## src/rtl/clkstop_pkg.sv

```systemverilog
package clkstop_pkg;

   // Control byte bit positions: software writes this layout.
   localparam int CR_LOCAL_BIT  = 0;
   localparam int CR_SEC_EN_BIT = 1;
   localparam int CR_KEEP_BIT   = 2;
   localparam int CR_PRI_EN_BIT = 3;
   localparam int CR_WIDTH      = 8;

   typedef struct packed {
      logic pri_en;
      logic keep_run;
      logic sec_en;
      logic local_stop;
   } cr_ctrl_t;

   typedef enum logic {
      SG_RUN   = 1'b0,
      SG_GATED = 1'b1
   } sg_state_e;

   function automatic cr_ctrl_t cr_decode(input logic [CR_WIDTH-1:0] b);
      cr_ctrl_t c;
      c.pri_en     = b[CR_PRI_EN_BIT];
      c.keep_run   = b[CR_KEEP_BIT];
      c.sec_en     = b[CR_SEC_EN_BIT];
      c.local_stop = b[CR_LOCAL_BIT];
      return c;
   endfunction

endpackage

```

## src/rtl/clkstop_pri_arb.sv

```systemverilog
module clkstop_pri_arb #(
   parameter int DRIVE_CYC = 2
) (
   input  logic clk,
   input  logic rst_n,
   input  logic en,
   input  logic keep_run,
   input  logic pri_idle,
   input  logic pri_req_pend,
   input  logic line_in,
   output logic drive_low,
   output logic stop_granted
);
   localparam int CW = $clog2(DRIVE_CYC + 1);
   localparam logic [CW-1:0] CNT_LOAD = CW'(DRIVE_CYC);

   generate
      if (DRIVE_CYC < 1) begin : g_bad_drive
         $error("clkstop_pri_arb: DRIVE_CYC must be at least 1");
      end
   endgenerate

   logic          line_q;
   logic [CW-1:0] drv_cnt;
   logic          stop_q;
   logic          req_rise;
   logic          refuse;

   // The line idles high, so the reset value avoids a false request.
   always_ff @(posedge clk or negedge rst_n) begin
      if (!rst_n) line_q <= 1'b1;
      else        line_q <= line_in;
   end

   assign req_rise = line_in & ~line_q;
   assign refuse   = keep_run | ~pri_idle | pri_req_pend;

   always_ff @(posedge clk or negedge rst_n) begin
      if (!rst_n) begin
         drv_cnt <= '0;
      end else if (!en) begin
         drv_cnt <= '0;
      end else if (req_rise && refuse) begin
         drv_cnt <= CNT_LOAD;
      end else if (drv_cnt != '0) begin
         drv_cnt <= drv_cnt - 1'b1;
      end
   end

   always_ff @(posedge clk or negedge rst_n) begin
      if (!rst_n) begin
         stop_q <= 1'b0;
      end else if (!en) begin
         stop_q <= 1'b0;
      end else if (req_rise && !refuse) begin
         stop_q <= 1'b1;
      end else if (!line_in) begin
         stop_q <= 1'b0;
      end
   end

   assign drive_low    = en & (drv_cnt != '0);
   assign stop_granted = stop_q;

endmodule

```

## src/rtl/clkstop_idle_timer.sv

```systemverilog
module clkstop_idle_timer #(
   parameter int IDLE_MIN = 4
) (
   input  logic clk,
   input  logic rst_n,
   input  logic quiet,
   output logic idle_ok
);
   localparam int TW = $clog2(IDLE_MIN + 1);
   localparam logic [TW-1:0] T_SAT = TW'(IDLE_MIN);

   generate
      if (IDLE_MIN < 1) begin : g_bad_idle
         $error("clkstop_idle_timer: IDLE_MIN must be at least 1");
      end
   endgenerate

   logic [TW-1:0] run_cnt;

   always_ff @(posedge clk or negedge rst_n) begin
      if (!rst_n) begin
         run_cnt <= '0;
      end else if (!quiet) begin
         run_cnt <= '0;
      end else if (run_cnt != T_SAT) begin
         run_cnt <= run_cnt + 1'b1;
      end
   end

   assign idle_ok = (run_cnt == T_SAT);

endmodule

```

## src/rtl/clkstop_sec_gate.sv

```systemverilog
module clkstop_sec_gate #(
   parameter bit ALLOW_LOCAL_STOP = 1'b1
) (
   input  logic clk,
   input  logic rst_n,
   input  logic en,
   input  logic local_stop,
   input  logic pri_stopped,
   input  logic idle_ok,
   input  logic quiet,
   input  logic dn_pending,
   input  logic sec_line,
   output logic clk_en,
   output logic wake
);
   import clkstop_pkg::*;

   sg_state_e state_q;
   logic      policy_ok;
   logic      restart;
   logic      may_stop;

   generate
      if (ALLOW_LOCAL_STOP) begin : g_two_policy
         assign policy_ok = local_stop | pri_stopped;
      end else begin : g_follow_only
         logic unused_local;
         assign unused_local = local_stop;
         assign policy_ok    = pri_stopped;
      end
   endgenerate

   assign restart  = dn_pending | ~sec_line;
   assign may_stop = idle_ok & quiet & policy_ok;

   always_ff @(posedge clk or negedge rst_n) begin
      if (!rst_n) begin
         state_q <= SG_RUN;
      end else if (!en) begin
         state_q <= SG_RUN;
      end else begin
         unique case (state_q)
            SG_RUN:   if (may_stop && !restart) state_q <= SG_GATED;
            SG_GATED: if (restart)              state_q <= SG_RUN;
            default:                            state_q <= SG_RUN;
         endcase
      end
   end

   // Disable lifts the gate in the same cycle; the edge only tidies state.
   assign clk_en = ~(en & (state_q == SG_GATED));
   assign wake   = en & (state_q == SG_GATED) & ~sec_line;

endmodule

```

## src/rtl/clkstop_ctrl.sv

```systemverilog
module clkstop_ctrl #(
   parameter int DRIVE_CYC        = 2,
   parameter int IDLE_MIN         = 4,
   parameter bit ALLOW_LOCAL_STOP = 1'b1
) (
   input  logic       clk,
   input  logic       rst_n,
   input  logic [7:0] ctrl_byte,
   input  logic       pri_idle,
   input  logic       pri_req_pend,
   input  logic       sec_idle,
   input  logic       pri_clkrun_in,
   input  logic       sec_clkrun_in,
   output logic       pri_clkrun_oe,
   output logic       sec_clk_en,
   output logic       sec_wake
);
   import clkstop_pkg::*;

   cr_ctrl_t ctl;
   logic     pri_stopped;
   logic     quiet;
   logic     idle_ok;

   assign ctl   = cr_decode(ctrl_byte);
   assign quiet = sec_idle & ~pri_req_pend & sec_clkrun_in;

   clkstop_pri_arb #(.DRIVE_CYC(DRIVE_CYC)) u_pri (
      .clk          (clk),
      .rst_n        (rst_n),
      .en           (ctl.pri_en),
      .keep_run     (ctl.keep_run),
      .pri_idle     (pri_idle),
      .pri_req_pend (pri_req_pend),
      .line_in      (pri_clkrun_in),
      .drive_low    (pri_clkrun_oe),
      .stop_granted (pri_stopped)
   );

   clkstop_idle_timer #(.IDLE_MIN(IDLE_MIN)) u_idle (
      .clk     (clk),
      .rst_n   (rst_n),
      .quiet   (quiet),
      .idle_ok (idle_ok)
   );

   clkstop_sec_gate #(.ALLOW_LOCAL_STOP(ALLOW_LOCAL_STOP)) u_sec (
      .clk         (clk),
      .rst_n       (rst_n),
      .en          (ctl.sec_en),
      .local_stop  (ctl.local_stop),
      .pri_stopped (pri_stopped),
      .idle_ok     (idle_ok),
      .quiet       (quiet),
      .dn_pending  (pri_req_pend),
      .sec_line    (sec_clkrun_in),
      .clk_en      (sec_clk_en),
      .wake        (sec_wake)
   );

endmodule

```

## config.mk

```make
export PLATFORM = sky130hd
export DESIGN_NAME = clkstop_ctrl
export DESIGN_NICKNAME = d
export VERILOG_FILES = /design/src/rtl/clkstop_pkg.sv /design/src/rtl/clkstop_pri_arb.sv /design/src/rtl/clkstop_idle_timer.sv /design/src/rtl/clkstop_sec_gate.sv /design/src/rtl/clkstop_ctrl.sv
export SDC_FILE = /design/constraint.sdc
export NUM_CORES = 1
export LEC_CHECK = 0
export CAP_MARGIN = 5
export CORE_AREA = 5 5 42 44
export CTS_BUF_LIST = sky130_fd_sc_hd__clkbuf_4
export DETAILED_ROUTE_END_ITERATION = 10
export DIE_AREA = 0 0 47 49
export SYNTH_ARGS = -nofsm -noshare
export SYNTH_HDL_FRONTEND = slang
export SYNTH_SLANG_ARGS = --single-unit
```

## constraint.sdc

```tcl
create_clock -name clk -period 1.4 [get_ports clk]
set_input_delay 0.28 -clock clk [delete_from_list [all_inputs] [get_ports clk]]
set_output_delay 0.28 -clock clk [all_outputs]
set_load 0.01 [all_outputs]
```

==> metrics.txt <==
status complete, no violations; vias per inst 4.869; TritonCTS Sinks 8; CTS tree yes; Die Y 49 µm; Syn Area/Cell 9.896 µm²; peak supply drop 0.7541 mV; Clock Latency Late Sink 260 ps; Core Box Area ~0.0014 mm²; synth unique cells 20; yosys warns 0; Slew @ Worst Pin about 370 ps; number of placed I/O pins 18; Clock Pin Slew Worst Setup and Hold Paths about 60 ps; sequential area share after synthesis a little under half; Layout area overhead 51.72%; routability cong. ~0.8; CTS buffer count 3; Cell Area, Synth around 440 µm²; GRT Overall Usage about a tenth; first-pass GRT wire length ~1600 µm; clock buffer depth 2; final period utilization around 96%; skew final around 7.3 ps; Post-DP Area between 600 and 700 µm²; final WL 943 µm; 1st-pass router iterations 2; initial antenna violation count 0; I/O Buffers 13; cell area power density ~1200 mW/mm²; Remaining DRCs 0; final hold violation count 0; Hold WS about 300 ps; shortest period the worst path allows about 1300 ps; starting density of the core between 30% and 40%; pre-CTS setup slack -341.3 ps; leakage 0.3180 nW; Critical Path Sink Type output pin; CP Class in2out; per-cell routed wire length approximately 11 µm; Worst EP required about 1100 ps; starting DRC count in detailed routing 7; vias in the first global route 448; Die X 47 µm; layout cells sized above 1 between 20% and 30%; die area approximately 0.0023 mm²; setup TNS 0 ps; Worst setup SP type input pin; final antenna-violating net count 0; WP data arrival roughly 1100 ps; slack of the critical path 59.53 ps; vias around 400; final setup vio count 0; Slew headroom between 70% and 80%; Final Max Tran Viols 0; max-cap violation count 0; H-tree depth 1; nets 87; worst-path fanout max 2; HP Class in2async; Overflow after GRT 0; Yosys reg bits 8; CTS root buf clkbuf_4; RSZ-0062 raised after global routing no; Rows 14; fmax 746.0 MHz; Final HPWL DP 751 µm; Design Area, Final 660.6 µm²; ANT cells 0; Mapped Cells between 40 and 50; largest net degree at the start of global routing 9; net count after synthesis 62
[metal layers]
layer	GRT usage [%]	wire [µm]	vias to the layer above
li1	-	-	203
met1	9.009	360	188
met2	16.74	454	14
met3	3.321	99	4
met4	8.295	28	0
met5	0	0	-
[critical path: stages]
cell	delay (ps)
clkdlybuf4s50_1	480
nand2_1	70
clkdlybuf4s15_1	230
[cells in the mapped netlist (all sizes together)]
master	number	area share (%)
a21bo	1	2.3
a21o	1	1.7
a21oi	2	2.3
a311oi	1	2.0
a31oi	1	1.4
a32o	1	2.3
and3b	2	4.0
dfrtp	7	40
dfstp	1	6.0
ha	3	8.6
inv	6	5.2
nand2	2	1.7
nand2b	2	2.9
nand3	3	3.4
nand3b	2	3.4
nor2	3	2.6
nor3	3	3.4
o31ai	1	1.7
or3b	1	2.6
xor2	1	2.0
[final timing paths]
| path | end | cells past startpoint | slack [ps] | start |
|---|---|---|---|---|
| min in group clk | u_pri.drv_cnt[0] | 2 | 530 | u_pri.line_q |
| max reg2reg | u_pri.drv_cnt[0] | 5 | 180 | u_pri.drv_cnt[0] |
| max in group asynchronous | u_pri.line_q | 1 | 790 | rst_n |
| max | sec_clk_en | 3 | 60 | ctrl_byte[1] |
| min | u_idle.run_cnt[2] | 1 | 300 | rst_n |
| min reg2reg | u_pri.drv_cnt[0] | 2 | 530 | u_pri.line_q |
[kinds of logic after synthesis]
logic type	Yosys count	synth area share, %
adders and majority gates	3	8.622
xor gates and xnor gates	1	2.012
AOI/OAI and AO/OA	8	13.80
DFF	8	46.27
and+or+nand+nor	18	24.14
buffers and inverters	6	5.172
[final cells by class]
class	count	area [µm²]
multi-input combinational	30	214.0
clock buffer	4	30.03
tap	16	20.02
fill	144	740.7
inverter	6	22.52
sequential	8	201.4
timing repair buffer	20	172.7
[registers in the layout, summed over array words and instances (netlist names)]
register            count
u_pri.drv_cnt           2
u_idle.run_cnt          3
u_pri.line_q            1
u_sec.state_q           1
u_pri.stop_granted      1
[cells in the final DEF, fill, tap and decap left out, types with 3 or more instances in the layout]
cell and count:
inv_1 6, buf_4 7, clkdlybuf4s50_1 10, nor3_1 3
clkbuf_4 4, nand3_1 3, dfrtp_1 7, nor2_1 3
[per-stage QoR]
stage          utilization (%)  cells  total power (W)
3_5_place_dp             45.00     79        0.0005665
2_1_floorplan                -     44        0.0004274
3_3_place_gp             45.00     79        0.0005670
4_1_cts                  46.34     83        0.0007770
5_1_grt                  47.14     84        0.0008451
6_report                 47.14     84        0.0007838
[timing repair]
action | in CTS | in global routing
setup endpoints to repair | 3 | 2
gates cloned | 0 | 0
setup buffers | 0 | 1
pin swaps | 0 | 1
hold buffers | 0 | 0
resized for setup | 9 | 2
[power by group]
group / switching, W / internal (W) / leakage [nW]
combinational: 0.000115 / 0.000179 / 0.194
sequential: 0.0000137 / 0.000263 / 0.105
clock: 0.0000835 / 0.000129 / 0.0184
Note: power is estimated with default switching activity, not from simulation.
